$ cat config.mk
export PLATFORM = sky130hd
export DESIGN_NAME = uart_rx_filter
export DESIGN_NICKNAME = d
export VERILOG_FILES = /design/src/rtl/uart_rx_pkg.sv /design/src/rtl/uart_rx_ctrl.sv /design/src/rtl/uart_rx_dp.sv /design/src/rtl/uart_rx_filter.sv
export SDC_FILE = /design/constraint.sdc
export NUM_CORES = 1
export LEC_CHECK = 0
export ABC_CLOCK_PERIOD_IN_PS = 5400
export CAP_MARGIN = 15
export CELL_PAD_IN_SITES_DETAIL_PLACEMENT = 0
export CELL_PAD_IN_SITES_GLOBAL_PLACEMENT = 1
export CORE_MARGIN = 2
export CORE_UTILIZATION = 51
export DETAILED_ROUTE_END_ITERATION = 8
export DONT_BUFFER_PORTS = 1
export PLACE_DENSITY = 0.92
export SLEW_MARGIN = 20
export SYNTH_ARGS = -nofsm -noshare
export SYNTH_HDL_FRONTEND = slang
export SYNTH_SLANG_ARGS = --single-unit
export TNS_END_PERCENT = 100
$ cat constraint.sdc
create_clock -name clk -period 5.4 [get_ports clk]
set_input_delay 1.08 -clock clk [delete_from_list [all_inputs] [get_ports clk]]
set_output_delay 1.08 -clock clk [all_outputs]
set_load 0.05 [all_outputs]
$ cat src/rtl/uart_rx_pkg.sv
package uart_rx_pkg;

  typedef enum logic [1:0] {
    ST_IDLE  = 2'd0,
    ST_START = 2'd1,
    ST_DATA  = 2'd2,
    ST_STOP  = 2'd3
  } rx_state_t;

  // Strobes from control to datapath, each one clock wide
  typedef struct packed {
    logic sampleA;   // capture first vote sample
    logic sampleB;   // capture second vote sample
    logic shiftBit;  // shift voted data bit in
    logic complete;  // stop bit reached its vote tick
  } rx_strobe_t;

endpackage

$ cat src/rtl/uart_rx_ctrl.sv
module uart_rx_ctrl
  import uart_rx_pkg::*;
#(
  parameter int TICKS     = 16,
  parameter int DATA_BITS = 8
) (
  input  logic       clk,
  input  logic       rstN,
  input  logic       tick,
  input  logic       rxEnable,
  input  logic       nineBitMode,
  input  logic       rxSync,
  input  logic       vote,
  output rx_strobe_t strobe
);

  localparam int CW    = $clog2(TICKS + 1);
  localparam int BCW   = $clog2(DATA_BITS + 1);
  localparam int S_LO  = TICKS / 2 - 1;
  localparam int S_MID = TICKS / 2;
  localparam int S_HI  = TICKS / 2 + 1;

  rx_state_t      state;
  logic [CW-1:0]  tickCnt;
  logic [BCW-1:0] bitCnt;
  logic [CW-1:0]  nextCnt;
  logic           busy;
  logic           lastBit;

  always_comb begin
    nextCnt = (tickCnt == CW'(TICKS)) ? CW'(1) : tickCnt + CW'(1);
    busy    = (state != ST_IDLE);
    lastBit = (bitCnt == (nineBitMode ? BCW'(DATA_BITS) : BCW'(DATA_BITS - 1)));
    strobe.sampleA  = tick && busy && (nextCnt == CW'(S_LO));
    strobe.sampleB  = tick && busy && (nextCnt == CW'(S_MID));
    strobe.shiftBit = tick && (state == ST_DATA) && (nextCnt == CW'(S_HI));
    strobe.complete = tick && (state == ST_STOP) && (nextCnt == CW'(S_HI));
  end

  always_ff @(posedge clk) begin
    if (!rstN || !rxEnable) begin
      state   <= ST_IDLE;
      tickCnt <= '0;
      bitCnt  <= '0;
    end else if (tick) begin
      unique case (state)
        ST_IDLE: begin
          if (!rxSync) begin
            state   <= ST_START;
            tickCnt <= CW'(1);
            bitCnt  <= '0;
          end
        end
        ST_START: begin
          tickCnt <= nextCnt;
          if (nextCnt == CW'(S_HI) && vote) begin
            state   <= ST_IDLE;
            tickCnt <= '0;
          end else if (nextCnt == CW'(TICKS)) begin
            state <= ST_DATA;
          end
        end
        ST_DATA: begin
          tickCnt <= nextCnt;
          if (nextCnt == CW'(TICKS)) begin
            if (lastBit) state <= ST_STOP;
            else         bitCnt <= bitCnt + BCW'(1);
          end
        end
        ST_STOP: begin
          tickCnt <= nextCnt;
          if (nextCnt == CW'(TICKS)) begin
            state   <= ST_IDLE;
            tickCnt <= '0;
          end
        end
        default: state <= ST_IDLE;
      endcase
    end
  end

  // bit-period counter bounded
  a_r1_cnt_range: assert property (@(posedge clk) disable iff (!rstN)
    tickCnt <= CW'(TICKS));

  // idle is left only on a tick
  a_r1_idle_on_tick: assert property (@(posedge clk) disable iff (!rstN)
    (state == ST_IDLE && !tick) |=> (state == ST_IDLE));

  // disabled receiver is idle
  a_r8_disable_idle: assert property (@(posedge clk) disable iff (!rstN)
    !rxEnable |=> (state == ST_IDLE));

endmodule

$ cat src/rtl/uart_rx_dp.sv
module uart_rx_dp
  import uart_rx_pkg::*;
#(
  parameter int DATA_BITS = 8
) (
  input  logic                 clk,
  input  logic                 rstN,
  input  logic                 rxLine,
  input  logic                 nineBitMode,
  input  logic                 filterEn,
  input  logic                 flagClear,
  input  rx_strobe_t           strobe,
  output logic                 rxSync,
  output logic                 vote,
  output logic [DATA_BITS-1:0] rxData,
  output logic                 ninthBit,
  output logic                 rxFlag
);

  localparam int SW = DATA_BITS + 1;

  logic                 syncA;
  logic                 sampA;
  logic                 sampB;
  logic [SW-1:0]        shiftReg;
  logic [DATA_BITS-1:0] frameData;
  logic                 frameNinth;
  logic                 accept;
  logic                 load;

  // two-flop synchronizer, idle high
  always_ff @(posedge clk) begin
    if (!rstN) begin
      syncA  <= 1'b1;
      rxSync <= 1'b1;
    end else begin
      syncA  <= rxLine;
      rxSync <= syncA;
    end
  end

  always_ff @(posedge clk) begin
    if (!rstN) begin
      sampA <= 1'b1;
      sampB <= 1'b1;
    end else begin
      if (strobe.sampleA) sampA <= rxSync;
      if (strobe.sampleB) sampB <= rxSync;
    end
  end

  always_comb begin
    vote       = (sampA & sampB) | (sampA & rxSync) | (sampB & rxSync);
    frameData  = nineBitMode ? shiftReg[DATA_BITS-1:0] : shiftReg[DATA_BITS:1];
    frameNinth = shiftReg[DATA_BITS];
    accept     = !(nineBitMode && filterEn && !frameNinth);
    load       = strobe.complete && !rxFlag && accept;
  end

  always_ff @(posedge clk) begin
    if (!rstN) shiftReg <= '0;
    else if (strobe.shiftBit) shiftReg <= {vote, shiftReg[SW-1:1]};
  end

  always_ff @(posedge clk) begin
    if (!rstN) begin
      rxData   <= '0;
      ninthBit <= 1'b0;
      rxFlag   <= 1'b0;
    end else begin
      if (load) begin
        rxData <= frameData;
        if (nineBitMode) ninthBit <= frameNinth;
      end
      if (load)           rxFlag <= 1'b1;
      else if (flagClear) rxFlag <= 1'b0;
    end
  end

  // flag only rises after a completed frame
  a_r5_flag_from_frame: assert property (@(posedge clk) disable iff (!rstN)
    $rose(rxFlag) |-> $past(strobe.complete));

  // overrun leaves holding registers untouched
  a_r6_no_overwrite: assert property (@(posedge clk) disable iff (!rstN)
    (strobe.complete && rxFlag) |=> ($stable(rxData) && $stable(ninthBit) && rxFlag));

  // a flag raised under the filter carries ninth bit 1
  a_r7_filter_addr: assert property (@(posedge clk) disable iff (!rstN)
    ($rose(rxFlag) && $past(nineBitMode && filterEn)) |-> ninthBit);

  // clear without competing completion drops the flag
  a_r9_clear: assert property (@(posedge clk) disable iff (!rstN)
    (flagClear && !strobe.complete) |=> !rxFlag);

endmodule

$ cat src/rtl/uart_rx_filter.sv
module uart_rx_filter
  import uart_rx_pkg::*;
#(
  parameter int TICKS     = 16,
  parameter int DATA_BITS = 8
) (
  input  logic                 clk,
  input  logic                 rstN,
  input  logic                 tick,
  input  logic                 rxLine,
  input  logic                 rxEnable,
  input  logic                 nineBitMode,
  input  logic                 filterEn,
  input  logic                 flagClear,
  output logic [DATA_BITS-1:0] rxData,
  output logic                 ninthBit,
  output logic                 rxFlag
);

  rx_strobe_t strobe;
  logic       rxSync;
  logic       vote;

  uart_rx_ctrl #(.TICKS(TICKS), .DATA_BITS(DATA_BITS)) u_ctrl (
    .clk         (clk),
    .rstN        (rstN),
    .tick        (tick),
    .rxEnable    (rxEnable),
    .nineBitMode (nineBitMode),
    .rxSync      (rxSync),
    .vote        (vote),
    .strobe      (strobe)
  );

  uart_rx_dp #(.DATA_BITS(DATA_BITS)) u_dp (
    .clk         (clk),
    .rstN        (rstN),
    .rxLine      (rxLine),
    .nineBitMode (nineBitMode),
    .filterEn    (filterEn),
    .flagClear   (flagClear),
    .strobe      (strobe),
    .rxSync      (rxSync),
    .vote        (vote),
    .rxData      (rxData),
    .ninthBit    (ninthBit),
    .rxFlag      (rxFlag)
  );

endmodule

# Yosys cells after proc, flatten, opt, wreduce, memory -nomap -nowiden
# Cells that the tools add are included.
[totals]
reg_bits = 34
inputBits = 8
[op_classes]
add_sub_neg = 2
n_eq_ne = 15
muxes = 20
bitwise_logic = 5
n_reduce_logical = 26
[op_table]
columns = ["op", "count"]
rows = [
  ["$mux 5", 4],
  ["$pmux 5 s4", 1],
  ["$mux 4", 4],
  ["$logic_and 1x1->1", 12],
  ["$mux 2", 6],
  ["$eq 5x4->1 const B", 2],
  ["$eq 5x5->1 const B", 2],
  ["$mux 8", 1],
  ["$ne 2x2->1 const B", 4],
  ["$pmux 2 s4", 1],
  ["$pmux 4 s2", 1],
  ["$reduce_and 6->1", 1],
  ["$reduce_bool 2->1", 3],
  ["$add 5x1->5 const B", 1],
  ["$eq 5x3->1 const B", 1],
  ["$logic_not 1->1", 5],
  ["$reduce_and 5->1", 1],
  ["$add 4x1->4 const B", 1],
  ["$eq 2x2->1 const B", 2],
  ["$eq 4x4->1", 1],
  ["$reduce_and 2->1", 2],
  ["$and 1x1->1", 3],
  ["$ne 3x1->1 const B", 1],
  ["$eq 2x1->1 const B", 1],
  ["5 further kinds", 7],
]

# Depth between registers and ports, before layout
# Gate-level depths: netlist (run 1).
[depth]
word_depth = 7
ltp_mapped = 8
ltp_nobuf = 7

# Hierarchy
# A second synthesis (run 1) with hierarchy kept.
[unflattened]
cells_unflattened = 217
hier_area_um2 = 1991.9
[by_module_without_submodules]
columns = ["mod", "n_inst", "cells_each", "area_each_um2", "seq_area_each_um2"]
rows = [
  ["uart_rx_ctrl", 1, 129, 1027.2, 220.2],
  ["uart_rx_dp", 1, 88, 964.7, 460.4],
]

# Worst setup path after synthesis (run 1)
# Ideal clock, no wire load.
[synth_timing]
kind = "in2reg"
from = "input port tick"
to = "register u_dp.shiftReg[0]"
t_arrival_ps = 2109
t_required_ps = 5279
setup_slack_ps = 3169
stages = 5
path_cell_list = "nor2b_1 -> nand2_1 -> nor4b_4 -> buf_6 -> o21ai_0"
[synth_between]
elab_chain_len = 2
[synth_lines]
columns = ["element", "line", "text"]
rows = [
  ["start, declared", "uart_rx_filter.sv:9", "input logic tick,"],
  ["$logic_and 1x1->1 (2 in a row)", "uart_rx_ctrl.sv:36", "strobe.shiftBit = tick && (state == ST_DATA) && (nextCnt == CW'(S_HI));"],
  ["end signal, assigned", "uart_rx_dp.sv:62", "else if (strobe.shiftBit) shiftReg <= {vote, shiftReg[SW-1:1]};"],
  ["end, declared", "uart_rx_dp.sv:25", "logic [SW-1:0] shiftReg;"],
]
# Every way passes these cells.
# A chain may end at the register's enable or synchronous reset.

# Worst setup path in the final report (run 1)
[layout_timing]
from = "register u_ctrl.tickCnt[1]"
to = "register u_dp.rxData[6]"
[layout_between]
elab_chain_len = 6
[layout_lines]
columns = ["element", "line", "text"]
rows = [
  ["start, declared", "uart_rx_ctrl.sv:24", "logic [CW-1:0] tickCnt;"],
  ["start signal, assigned", "uart_rx_ctrl.sv:55", "tickCnt <= nextCnt;"],
  ["start signal, assigned", "uart_rx_ctrl.sv:64", "tickCnt <= nextCnt;"],
  ["start signal, assigned", "uart_rx_ctrl.sv:71", "tickCnt <= nextCnt;"],
  ["$add 5x1->5 / $eq 5x5->1 (equally long branches)", "uart_rx_ctrl.sv:31", "nextCnt = (tickCnt == CW'(TICKS)) ? CW'(1) : tickCnt + CW'(1);"],
  ["$mux 5 (*)", "uart_rx_ctrl.sv:31", ""],
  ["$eq 5x4->1 (*)", "uart_rx_ctrl.sv:37", "strobe.complete = tick && (state == ST_STOP) && (nextCnt == CW'(S_HI));"],
  ["$logic_and 1x1->1 (*)", "uart_rx_ctrl.sv:37", ""],
  ["$logic_and 1x1->1 (*) (2 in a row)", "uart_rx_dp.sv:57", "load = strobe.complete && !rxFlag && accept;"],
  ["end signal, assigned", "uart_rx_dp.sv:72", "rxData <= frameData;"],
  ["end, declared", "uart_rx_dp.sv:15", "output logic [DATA_BITS-1:0] rxData,"],
]
# Mark *: on every way between the ends. The rest lies on a longest branch, timed or not.

==> reports/metrics.csv, run 1 <==
stage;metric;value;unit
clock_tree;post-cts-setup-buffers;0;
power;cellPowerDensity;271.3;nW/um2
synthesis;syn-cell-area;1899;um2
critical_path;critPathMaxFanout;12;
critical_path;crit_type;reg -> reg;
clock_tree;clkSinkCount;34;
synthesis;ys_ff_latch;34;
synthesis;postSynthAreaPerCell;8.633;um2
global_route;antenna_found_initial;0;
synthesis;yosysMostFrequentCell;dfxtp_1;
synthesis;synth_nets;232;
route;vias;1562;
timing;finalSetupViolCount;0;
power;power.leakage;0.0006528;uW
synthesis;async_flop_share;0;
timing;period_needed;3132;ps
clock_tree;cts_inserted_buffers;5;
synthesis;synthFlopType;dfxtp_1;
finish;n_antenna_cell;0;
timing;max-slew-margin-rel;0.4267;
critical_path;r2r_slack;2270;ps
finish;drive_gt1_frac;0.1121;
min_path;hold_start;u_dp.syncA;
critical_path;worst-endpoint-required;5550;ps
job;drv_cap;0;
clock_tree;cts_tree;built;
synthesis;ys.warnings.count;0;
clock_tree;clock_path_buffers;2;
placement;dp_hpwl;2.856;mm
critical_path;crit_chain;ha_1, nand2_1, mux4_2, nor4_2, and2_1, a211oi_2;
placement;gp_congestion;0.8181;
clock_tree;post_cts_resized;0;
clock_tree;clock_latency;290;ps
floorplanning;rows;22;
route;drcViolationCount;0;
critical_path;arrival;3290;ps
critical_path;end_kind;flip-flop;
synthesis;yosys-top-cells-area;dfxtp_1 (36%), a211oi_2 (5.3%), a21oi_1 (5.3%), mux2i_1 (5.3%), nand3_1 (4.5%);
outcome;outcome;completed;
floorplanning;initial_utilization;0.5227;
synthesis;ys_top_cells_by_count;dfxtp_1 (34), nand2_1 (22), a21oi_1 (20);
timing;timing.final.hold_violations;0;
timing;slew_viol_final;0;
placement;port_buffers;0;
floorplanning;io_pins;18;
synthesis;yosysTopAreaCell;dfxtp_1;
min_path;hold_class;reg -> reg;
clock_tree;clk_pin_slew;80;ps
route;vias_per_cell;5.962;
finish;fin_nets;225;
power;ir_drop;0.1213;mV
critical_path;cp-start-kind;flip-flop;
finish;area_growth_syn_to_layout;5.929;%
critical_path;critical_path.slowest_cell;nor4_2;
timing;min_period_over_period;0.5800;
floorplanning;core;3633;um2
synthesis;syn_inst;220;
global_route;grt_pass1_wl;7.058;mm
global_route;grt_pass1_vias;1449;
critical_path;reg2reg_to;u_dp.rxData[6];
global_route;gr-usage-all-layers;0.2165;
timing;grt_setup_unrepaired;no;
critical_path;rr_startpoint;u_ctrl.tickCnt[1];
global_route;grt_max_degree;26;
synthesis;seq_area_frac_synth;0.3584;
synthesis;ys_types;52;
timing;fmax;319.3;MHz
floorplanning;die_area;4228;um2
route;wirelength;4.070;mm
route;firstDrtPassIters;4;
timing;timing.setup.tns;0;ps
critical_path;r2r_cells;6;
route;post_drt_wl_per_cell;15.53;um
clock_tree;clockRootBuffer;clkbuf_8;
finish;fin_util;0.5537;
timing;worst_pin_slew;852.8;ps
global_route;grt_overflow;0;
route;drt_iter0_drc;77;
route;ant_nets;0;
synthesis;synth_edf_count;0;
synthesis;synth_top_area_share;0.3584;
floorplanning;die_y;65.03;um
floorplanning;die_x;65.03;um
critical_path;crit_end;u_dp.rxData[6];
critical_path;cp_slowest_stage_delay;770;ps
clock_tree;htreeDepth;2;
timing;skew;4.897;ps
critical_path;crit_start;u_ctrl.tickCnt[1];
clock_tree;postCtsHoldBufs;0;
worst max-delay path: cells and delay by family, from the launching register on:
family / cells / cell delay (ps)
mux: 1 / 560
flops: 1 / 440
compound gates: 1 / 140
simple gates: 3 / 1430
fa+ha+maj: 1 / 420
cells by family (layout without fill, tap and decap cells):
kind of cell / count (synthesis) / count (layout) / synth area share
XOR/XNOR: 3 / 3 / 0.01384
flip-flops: 34 / 34 / 0.3584
multiplexers: 11 / 11 / 0.06456
AND/OR/NAND/NOR: 85 / 85 / 0.2503
adder cells (fa/ha/maj): 5 / 5 / 0.03162
buffers and inverters: 19 / 13 / 0.05467
AO/OA/AOI/OAI: 63 / 63 / 0.2266
metrics by stage:
stage | std cells | setup WS [ps] | cell area, um2 | hold WS, ps | power (uW)
5_1_grt | 262 | 2010 | 2012 | 440.6 | 566.8
3_3_place_gp | 254 | 2395 | 1874 | 388.1 | 269.8
2_1_floorplan | 220 | 3169 | 1899 | 386.3 | 271.5
6_report | 262 | 2268 | 2012 | 411.4 | 545.9
3_5_place_dp | 254 | 2285 | 1874 | 401.5 | 269.9
4_1_cts | 262 | 2255 | 2012 | 418.5 | 551.0
sequential cells by signal, summed over array words and instances (netlist names), named ones only:
register,flops
u_dp.shiftReg,9
u_dp.rxData,8
u_ctrl.tickCnt,5
u_ctrl.bitCnt,4
u_ctrl.state,1
u_dp.ninthBit,1
u_dp.rxFlag,1
u_dp.rxSync,1
u_dp.sampA,1
u_dp.sampB,1
u_dp.syncA,1
final cells by class:
cell class	count	area [um2]
Clock buffer	5	68.82
Clock inverter	3	68.82
Fill cell	347	1622
Inverter	5	18.77
Multi-Input combinational cell	167	1115
Sequential cell	34	680.7
Tap cell	48	60.06
where the power goes:
group / switching, uW / internal [uW]
combinational: 7.62 / 4.02
sequential: 0.958 / 251
clock: 96.9 / 185
total: 105 / 440
placed cells by master, fill, tap and decap left out, types with 3 or more instances in the layout:
cell	count
o21ai_0	16
and2_1	4
nor2_1	10
a211oi_2	8
clkbuf_8	5
ha_1	4
o21a_1	3
nand2_1	22
a21oi_1	20
nor3_1	6
nand2b_1	4
mux2i_1	10
dfxtp_1	34
nand3_1	17
inv_1	5
per-layer routing:
layer / GRT usage / part of all wire
met1: 0.2857 / 0.49
met2: 0.3338 / 0.45
met3: 0.06944 / 0.044
met4: 0.07292 / 0.014
met5: 0 / 0
worst min path at each step:
stage / endpoint / depth (start not counted)
finish: u_dp.rxSync / 1
global route: u_dp.rxSync / 1
CTS: u_dp.rxSync / 1
detailed placement: u_dp.rxSync / 1
global placement: u_dp.rxSync / 1
floorplan: u_dp.rxSync / 1
Power figures use the tool's default switching activity.
==> run 2: changes to the inputs <==
Settings changed: ABC_AREA set to 1, ABC_CLOCK_PERIOD_IN_PS 5400 to 2800, CORE_UTILIZATION 51 to 41, PLACE_DENSITY 0.92 to 0.83.
Clock period 5.4 ns to 2.8 ns, I/O delays scaled along.
==> run 2 against run 1 <==
  * Synthesized area shrank 4.3%
  * Final area shrank 2.7%
  * Critical path depth grew 8
  * Clock skew grew 1.1 ps
  * Cell count grew 14%
  * Via count shrank 3.9%
  * Clock power grew 32%
  * Flip-flop and latch count is the same
  * Non-clock buffer count is the same
  * Highest routed layer unchanged
  * Largest power group is now registers
  * Combinational power grew 110%
  * Sequential power grew 93%
==> reports/metrics.csv, run 2 <==
stage;metric;value;unit
placement;preCtsSetupSlack;905.3;ps
critical_path;end_kind;flip-flop;
power;power.leakage;0.0007513;uW
finish;fill_cells;471;
floorplanning;die_x;70.59;um
synthesis;synth_nets;255;
placement;gp_congestion;0.7919;
finish;n_antenna_cell;0;
floorplanning;rows;24;
global_route;antenna_found_initial;0;
placement;port_buffers;0;
finish;largest_reg_flops;9;
global_route;grt_pass1_vias;1429;
outcome;outcome;completed;
timing;max-slew-margin-rel;0.6339;
clock_tree;htreeDepth;2;
power;ir_drop;0.1920;mV
route;routed.top_layer;met4;
timing;worst_pin_slew;548.4;ps
route;wl_met1;1.680;mm
clock_tree;clock_path_buffers;2;
clock_tree;post-cts-setup-buffers;0;
route;drcViolationCount;0;
synthesis;async_flop_share;0;
timing;skew;6.005;ps
timing;min_period_over_period;0.6756;
critical_path;crit_type;reg -> reg;
finish;mostFrequentLayoutCells;nand2_1 (41), dfxtp_1 (34), inv_1 (28);
floorplanning;initial_utilization;0.4204;
critical_path;cp-start-kind;flip-flop;
clock_tree;post_cts_resized;0;
placement;dp_hpwl;2.597;mm
route;wirelength;3.466;mm
synthesis;postSynthAreaPerCell;7.481;um2
floorplanning;core;4324;um2
clock_tree;cts_tree;built;
clock_tree;postCtsHoldBufs;0;
clock_tree;clk_pin_slew;70;ps
min_path;hold_class;in -> reg;
synthesis;seq_area_frac_synth;0.3744;
route;wl_met3;156;um
timing;timing.setup.tns;0;ps
route;firstDrtPassIters;4;
route;ant_nets;0;
finish;area_growth_syn_to_layout;7.708;%
global_route;grt_pass1_wl;6.161;mm
timing;fmax;528.6;MHz
synthesis;ys_top_cells_by_count;nand2_1 (41), dfxtp_1 (34), inv_1 (28);
finish;fin_util;0.4528;
finish;regArea;680.7;um2
clock_tree;clkSinkCount;34;
synthesis;synth_edf_count;0;
global_route;grt_overflow;0;
synthesis;synth_top_area_share;0.3744;
route;met2WireLength;1.579;mm
synthesis;yosysTopAreaCell;dfxtp_1;
route;vias;1501;
global_route;grt_max_degree;22;
synthesis;ys.warnings.count;0;
placement;placed_cells;291;
clock_tree;cts_inserted_buffers;5;
synthesis;syn-cell-area;1818;um2
timing;setup_slack;908.3;ps
critical_path;critPathMaxFanout;5;
floorplanning;die_area;4983;um2
timing;grt_setup_unrepaired;no;
route;post_drt_wl_per_cell;11.59;um
synthesis;ys_ff_latch;34;
critical_path;arrival;2070;ps
finish;mostFrequentLayoutCell;nand2_1;
timing;slew_viol_final;0;
critical_path;worst-endpoint-required;2980;ps
finish;largest-register;u_dp.shiftReg;
synthesis;ys_types;30;
finish;multi_input_area;994.7;um2
timing;timing.final.hold_violations;0;
clock_tree;clock_latency;290;ps
route;vias_per_cell;5.020;
floorplanning;die_y;70.59;um
timing;finalSetupViolCount;0;
finish;fin_nets;258;
synthesis;synthFlopType;dfxtp_1;
job;drv_cap;0;
synthesis;syn_inst;243;
finish;drive_gt1_frac;0.1781;
finish;finalNonFillerCells;299;
finish;largestRegisters;u_dp.shiftReg x9, u_dp.rxData x8, u_ctrl.tickCnt x5;
power;cellPowerDensity;451.5;nW/um2
floorplanning;io_pins;18;
route;drt_iter0_drc;71;
synthesis;yosysMostFrequentCell;nand2_1;
clock_tree;clockRootBuffer;clkbuf_8;
timing;period_needed;1892;ps
global_route;gr-usage-all-layers;0.1547;
synthesis;yosys-top-cells-area;dfxtp_1 (37%), nand2_1 (8.5%), o21ai_0 (7.2%), a21oi_1 (6.3%), inv_1 (5.8%);
[run 2: logic make-up (layout without fill, tap and decap cells)]
group                      count (synthesis)  after routing  synth area share
AOI/OAI and AO/OA                         53             53            0.1542
xor gates and xnor gates                   2              2          0.009637
adders and majority gates                  5              5           0.03304
buffers and inverters                     36             40           0.07845
DFF                                       34             34            0.3744
and+or+nand+nor                          113            113            0.3503
[run 2: through the flow]
stage                     hold WS (ps)  power, uW  instance area (um2)
after floorplan                  392.5      523.4                 1818
after global placement           406.7      522.7                 1867
after detailed placement         408.9      522.8                 1867
after CTS                        372.0      897.4                 1958
after global routing             375.8      919.4                 1958
final                            376.6      884.2                 1958
[run 2: final timing paths]
kind / to / start / slack [ps] / depth (start not counted)
max: u_ctrl.state[0] / u_ctrl.tickCnt[0] / 910 / 14
min: u_dp.syncA / rxLine / 380 / 1
max reg2reg: u_ctrl.state[0] / u_ctrl.tickCnt[0] / 910 / 14
min reg2reg: u_dp.rxSync / u_dp.syncA / 420 / 1
[run 2: layer usage]
metal | vias up | GRT usage
met4 | 0 | 0.06289
met1 | 677 | 0.1888
li1 | 797 | -
met5 | - | 0
met2 | 23 | 0.2526
met3 | 4 | 0.05128
[run 2: cell type report]
class / count / share of cell area
multi-input combinational: 173 / 0.5080
clock buffer: 7 / 0.04409
tap: 52 / 0.03323
sequential: 34 / 0.3476
clock inverter: 1 / 0.002556
inverter: 32 / 0.06454
[run 2: worst max-delay path, cell delays in order, from the launching register on]
cell and delay (ps):
dfxtp_1 400, inv_1 100, ha_1 240, nand2_1 70, inv_1 60, nand2_4 80, nand2_2 70, nor2_4 200
nand2_4 90, nand2_2 100, nand2_2 70, nor2_4 100, nand3_2 80, nand2_1 80, nor2_1 40
[run 2: power by group]
part	internal, uW	switching, uW	leakage, uW
logic	7.70	16.6	0.000429
registers	485	1.78	0.000274
clock network	198	175	0.0000482
total	691	193	0.000751
